**config.mk**
```make
export PLATFORM = sky130hd
export DESIGN_NAME = ring_irq_unit
export DESIGN_NICKNAME = d
export VERILOG_FILES = /design/src/rtl/ring_irq_pkg.sv /design/src/rtl/ring_irq_evt_map.sv /design/src/rtl/ring_irq_decode.sv /design/src/rtl/ring_irq_status.sv /design/src/rtl/ring_irq_unit.sv
export SDC_FILE = /design/constraint.sdc
export NUM_CORES = 1
export LEC_CHECK = 0
export BUFFER_PORTS_ARGS = -buffer_cell sky130_fd_sc_hd__clkbuf_2
export CORE_UTILIZATION = 28
export DETAILED_ROUTE_END_ITERATION = 7
export HOLD_SLACK_MARGIN = 0.03
export RECOVER_POWER = 25
export SYNTH_ARGS = -nofsm -noshare
export SYNTH_HDL_FRONTEND = slang
export SYNTH_SLANG_ARGS = --single-unit
```
**constraint.sdc**
```tcl
create_clock -name clk -period 1.9 [get_ports clk]
set_clock_uncertainty 0.1 [all_clocks]
set_input_delay 0.095 -clock clk [delete_from_list [all_inputs] [get_ports clk]]
set_output_delay 0.095 -clock clk [all_outputs]
set_load 0.02 [all_outputs]
```
**src/rtl/ring_irq_pkg.sv**
```systemverilog
package ring_irq_pkg;
  localparam int DATA_W  = 32;
  localparam int NUM_EVT = 7;

  localparam logic [7:0] OFF_STATUS = 8'h10;
  localparam logic [7:0] OFF_STAT_EN = 8'h14;
  localparam logic [7:0] OFF_SIG_EN = 8'h18;
  localparam logic [7:0] OFF_FORCE = 8'h1C;

  // Status bit position of event index k (software decodes these positions).
  function automatic int evt_bit(input int k);
    case (k)
      0: return 5;
      1: return 6;
      2: return 7;
      3: return 9;
      4: return 10;
      5: return 11;
      default: return 12;
    endcase
  endfunction

  function automatic logic [DATA_W-1:0] valid_mask();
    logic [DATA_W-1:0] m;
    m = '0;
    for (int k = 0; k < NUM_EVT; k++) m[evt_bit(k)] = 1'b1;
    return m;
  endfunction

  typedef struct packed {
    logic stat;
    logic sten;
    logic sgen;
    logic frc;
  } wr_sel_t;
endpackage

```
**src/rtl/ring_irq_evt_map.sv**
```systemverilog
module ring_irq_evt_map
  import ring_irq_pkg::*;
#(
  parameter int NEVT = NUM_EVT,
  parameter int DW   = DATA_W
) (
  input  logic [NEVT-1:0] evt_i,
  output logic [DW-1:0]   evt_word
);
  always_comb begin
    evt_word = '0;
    for (int k = 0; k < NEVT; k++) evt_word[evt_bit(k)] = evt_i[k];
  end
endmodule

```
**src/rtl/ring_irq_decode.sv**
```systemverilog
module ring_irq_decode
  import ring_irq_pkg::*;
#(
  parameter int AW = 8
) (
  input  logic [AW-1:0] bus_addr,
  input  logic          bus_we,
  output wr_sel_t       wsel,
  output wr_sel_t       rsel
);
  always_comb begin
    rsel.stat = (bus_addr == AW'(OFF_STATUS));
    rsel.sten = (bus_addr == AW'(OFF_STAT_EN));
    rsel.sgen = (bus_addr == AW'(OFF_SIG_EN));
    rsel.frc  = (bus_addr == AW'(OFF_FORCE));
    wsel.stat = bus_we & rsel.stat;
    wsel.sten = bus_we & rsel.sten;
    wsel.sgen = bus_we & rsel.sgen;
    wsel.frc  = bus_we & rsel.frc;
  end
endmodule

```
**src/rtl/ring_irq_status.sv**
```systemverilog
module ring_irq_status
  import ring_irq_pkg::*;
#(
  parameter int DW = DATA_W
) (
  input  logic          clk,
  input  logic          rst_n,
  input  logic [DW-1:0] evt_word,
  input  wr_sel_t       wsel,
  input  logic [DW-1:0] wdata,
  output logic [DW-1:0] status_q,
  output logic [DW-1:0] sten_q,
  output logic [DW-1:0] sgen_q
);
  localparam logic [DW-1:0] VMASK = DW'(valid_mask());

  logic [DW-1:0] set_v;
  logic [DW-1:0] clr_v;
  logic [DW-1:0] frc_v;

  assign frc_v = wsel.frc ? wdata : '0;
  assign set_v = (evt_word | frc_v) & sten_q & VMASK;
  assign clr_v = wsel.stat ? wdata : '0;

  always_ff @(posedge clk or negedge rst_n) begin
    if (!rst_n) begin
      status_q <= '0;
      sten_q   <= '0;
      sgen_q   <= '0;
    end else begin
      status_q <= (status_q & ~clr_v) | set_v;
      if (wsel.sten) sten_q <= wdata & VMASK;
      if (wsel.sgen) sgen_q <= wdata & VMASK;
    end
  end

  a_r2_event_sets: assert property (@(posedge clk) disable iff (!rst_n)
    ((evt_word & sten_q) != '0) |=> ((status_q & $past(evt_word & sten_q)) == $past(evt_word & sten_q)));
  a_r3_gated: assert property (@(posedge clk) disable iff (!rst_n)
    1'b1 |=> ((status_q & ~$past(status_q) & ~$past(sten_q)) == '0));
  a_r4_clear_exact: assert property (@(posedge clk) disable iff (!rst_n)
    wsel.stat |=> ((status_q & $past(wdata & ~evt_word & ~frc_v)) == '0));
  a_r5_set_wins: assert property (@(posedge clk) disable iff (!rst_n)
    ((set_v & clr_v) != '0) |=> ((status_q & $past(set_v & clr_v)) == $past(set_v & clr_v)));
  a_r10_keep: assert property (@(posedge clk) disable iff (!rst_n)
    !wsel.stat |=> ((status_q & $past(status_q)) == $past(status_q)));
endmodule

```
**src/rtl/ring_irq_unit.sv**
```systemverilog
module ring_irq_unit
  import ring_irq_pkg::*;
#(
  parameter int AW = 8
) (
  input  logic               clk,
  input  logic               rst_n,
  input  logic [NUM_EVT-1:0] evt_i,
  input  logic [AW-1:0]      bus_addr,
  input  logic               bus_we,
  input  logic [DATA_W-1:0]  bus_wdata,
  output logic [DATA_W-1:0]  bus_rdata,
  output logic               irq_o
);
  localparam logic [DATA_W-1:0] VMASK = valid_mask();

  logic [DATA_W-1:0] evt_word;
  logic [DATA_W-1:0] status_q, sten_q, sgen_q;
  logic [DATA_W-1:0] pending;
  wr_sel_t           wsel, rsel;

  ring_irq_evt_map #(.NEVT(NUM_EVT), .DW(DATA_W)) u_map (
    .evt_i(evt_i), .evt_word(evt_word));

  ring_irq_decode #(.AW(AW)) u_dec (
    .bus_addr(bus_addr), .bus_we(bus_we), .wsel(wsel), .rsel(rsel));

  ring_irq_status #(.DW(DATA_W)) u_stat (
    .clk(clk), .rst_n(rst_n), .evt_word(evt_word), .wsel(wsel),
    .wdata(bus_wdata), .status_q(status_q), .sten_q(sten_q), .sgen_q(sgen_q));

  assign pending = status_q & sgen_q;
  assign irq_o   = |pending;

  always_comb begin
    bus_rdata = '0;
    if (rsel.stat) bus_rdata = status_q;
    if (rsel.sten) bus_rdata = sten_q;
    if (rsel.sgen) bus_rdata = sgen_q;
  end

  a_r8_unused_zero: assert property (@(posedge clk) disable iff (!rst_n)
    (bus_rdata & ~VMASK) == '0);
  a_r6_irq_has_cause: assert property (@(posedge clk) disable iff (!rst_n)
    irq_o |-> (status_q != '0 && sgen_q != '0));
  a_r6_irq_level: assert property (@(posedge clk) disable iff (!rst_n)
    (irq_o && !wsel.stat && !wsel.sgen) |=> irq_o);
endmodule

```
==> metrics.yaml <==
clock_network:
  clk_pin_slew_worst_paths_ns: 0.08
  cts_root_buf: "clkbuf_8"
  clock_latency_ns: 0.30
  cts_made_buffers: 5
  cts_max_path_buffers: 2
  cts.htree.levels: 2
  post-cts-setup-buffers: 0
  cts_num_sinks: 46
  cts_tree: "done"
floorplanning:
  die_h_um: 92.0
  io_pins: 83
  dieArea_mm2: 0.00847
  initial_core_util_pct: 29.2
  rows: 32
  core_mm2: 0.00777
  die_x_um: 92.0
synthesis:
  syn_inst: 208
  ys.flop_type: "dfrtp_1"
  synth_edf_count: 0
  syn_avg_cell_area_um2: 10.9
  syn_area_mm2: 0.00227
  yosysWarningCount: 0
  ys_ff_latch: 46
  synth_cell_type_count: 29
  synth.yosys.seq_area_share_pct: 50.7
  async_flop_share_pct: 100
  synth_nets: 258
drt:
  remaining_drc_errors: 0
  vias: 2010
  drtAntennaViolNets: 0
  wl_per_cell_um: 13.5
  drt_first_iter_violations: 57
  vias_per_cell: 4.57
  first_pass_iters: 4
  wl_um: 5930
finish:
  diodes: 0
  final_cell_count_no_fill: 440
  nets: 387
  design_area_mm2: 0.00332
  synthToLayoutAreaGrowth_pct: 46.4
  fin_util_pct: 42.8
  drive_above_1_share_pct: 39.3
setup_path:
  required_ns: 1.70
  critPathCapture: "bus_rdata[2]"
  crit_buf_inv: 3
  cp_slowest_cell: "or4b_1"
  max_stage_delay_ns: 0.61
  critPathTopFamily: "simple AND/OR/NAND/NOR gates"
  cp.depth: 6
  end_kind: "output port"
  rr_startpoint: "u_stat.status_q[9]"
  rr_endpoint: "u_stat.status_q[9]"
  crit_chain: "clkbuf_1, or4b_1, nor4b_4, buf_12, and2_2, clkbuf_2"
  cp_max_fo: 25
  reg2reg_depth: 3
  critical_path.startpoint: "bus_addr[7]"
  reg2reg_setup_slack_ns: 0.85
  critical_path_class: "input port to output port"
  start_kind: "input port"
  worst_ep_arrival_time_ns: 1.60
global_route:
  grt_pass1_vias: 2039
  use_met2_pct: 27.7
  use_met3_pct: 2.57
  busiest_layer: "met2"
  antenna_found_initial: 0
  grt.total_usage_pct: 14.9
  met1_usage_pct: 17.6
  grt_first_pass_wirelength_um: 9800
  grt_max_degree: 28
  grt_overflow: 0
sta:
  fin_crit_ns: 1.79
  clock.fmax_mhz: 557
  whs_ns: 0.240
  slew_headroom_pct: 51.6
  setup-violations-final: 0
  rsz0062_at_grt: "no"
  period_share_pct: 94.5
  finalSetupTns_ns: 0
  worstMarginPinSlew_ns: 0.716
  finalHoldViolCount: 0
  drv_slew: 0
place:
  globalplace.congestion: 0.788
  hpwl_um: 3950
  dp.cells: 392
  io_buffers: 82
  postPlaceCellArea_mm2: 0.00284
power:
  powerDensity_mw_per_mm2: 565
  ir_worst_vdd_uv: 261
  cellLeakagePower_nw: 1.64
run:
  maxCapViolations: 0
min_path:
  worstHoldStart: "bus_addr[2]"
  hold_class: "input port to flip-flop"
outcome:
  status: "completed"
[worst min-delay path, delay by kind of cell]
kind | cells | cell delay [ns]
buffers and inverters | 2 | 0.25
muxes | 1 | 0.14
and+or+nand+nor | 1 | 0.12
[report_power, final]
part	internal, mW	total (mW)	switching (mW)
clock network	0.301	0.632	0.331
registers	0.993	1.01	0.0125
logic	0.134	0.239	0.104
[metrics by stage]
stage               power (mW)  setup WS, ns
global placement          1.20        0.0384
global route              1.98        0.0242
finish                    1.88         0.105
CTS                       1.92        0.0181
detailed placement        1.20        0.0164
floorplan                 1.09         0.123
[cells in the final DEF, fill, tap and decap left out, types with 3 or more instances in the layout]
cell type / n
or2_2: 7
and2_1: 13
clkbuf_1: 4
clkbuf_8: 6
buf_4: 8
dlygate4sd3_1: 40
mux2i_1: 7
a211o_1: 7
and2_2: 12
mux2_2: 14
dfrtp_1: 46
nor4_1: 7
nand3_1: 3
a21oi_1: 7
clkbuf_2: 81
nand2_1: 22
inv_1: 7
o21ai_0: 7
a21boi_0: 25
[metal layers]
layer  routed length (um)  share of wire [%]  up-vias
met5                    0                  0        -
met4                   63                1.1        0
met3                  237                4.0        7
met2                 3000                 51       56
met1                 2620                 44      965
li1                     -                  -      982
[worst min path at each step]
| stage | end | slack [ns] | cells after the start |
|---|---|---|---|
| detailed placement | u_stat.status_q[18] | 0.09 | 1 |
| floorplan | u_stat.sgen_q[10] | -0.30 | 0 |
| global placement | u_stat.status_q[18] | 0.09 | 1 |
| global route | u_stat.sten_q[5] | 0.25 | 4 |
| finish | u_stat.sten_q[5] | 0.24 | 4 |
| CTS | u_stat.status_q[12] | 0.23 | 5 |
[state kept, by name, indices dropped and copies added, names as in the netlist]
register and count:
u_stat.status_q 32, u_stat.sgen_q 7, u_stat.sten_q 7
[kinds of logic after synthesis]
| family | after synthesis | share of synthesized area (%) |
|---|---|---|
| muxes | 21 | 10.0 |
| and+or+nand+nor | 74 | 20.0 |
| DFF | 46 | 50.7 |
| buffers and inverters | 18 | 4.08 |
| AOI/OAI and AO/OA | 49 | 15.2 |
[Yosys cell counts, types with 2 or more instances]
| master | number | area [um2] |
|---|---|---|
| dfrtp_1 | 46 | 1150 |
| a21boi_0 | 25 | 188 |
| nand2_1 | 22 | 82.6 |
| mux2_2 | 14 | 158 |
| and2_1 | 13 | 81.3 |
| and2_2 | 12 | 90.1 |
| a211o_1 | 7 | 61.3 |
| a21oi_1 | 7 | 35.0 |
| inv_1 | 7 | 26.3 |
| mux2i_1 | 7 | 70.1 |
| nor4_1 | 7 | 43.8 |
| o21ai_0 | 7 | 35.0 |
| or2_2 | 7 | 43.8 |
| clkbuf_1 | 6 | 22.5 |
| buf_6 | 3 | 33.8 |
| nand3_1 | 3 | 15.0 |
| a22oi_1 | 2 | 15.0 |
| buf_2 | 2 | 10.0 |
[area by class of cell]
class | instances | area [um2]
flip-flops and latches | 46 | 1150
multi-input cells | 144 | 1020
clock buffers | 7 | 86.3
well taps | 102 | 128
inverters | 7 | 26.3
clock inverters | 1 | 8.76
fillers | 778 | 4450
repair buffers | 133 | 897
[repair_timing]
item,4_1_cts,5_1_grt
resized for setup,0,1
setup endpoints to repair,0,7
hold endpoints to repair,71,0
hold buffers,40,0
(Power assumes the default switching activity.)
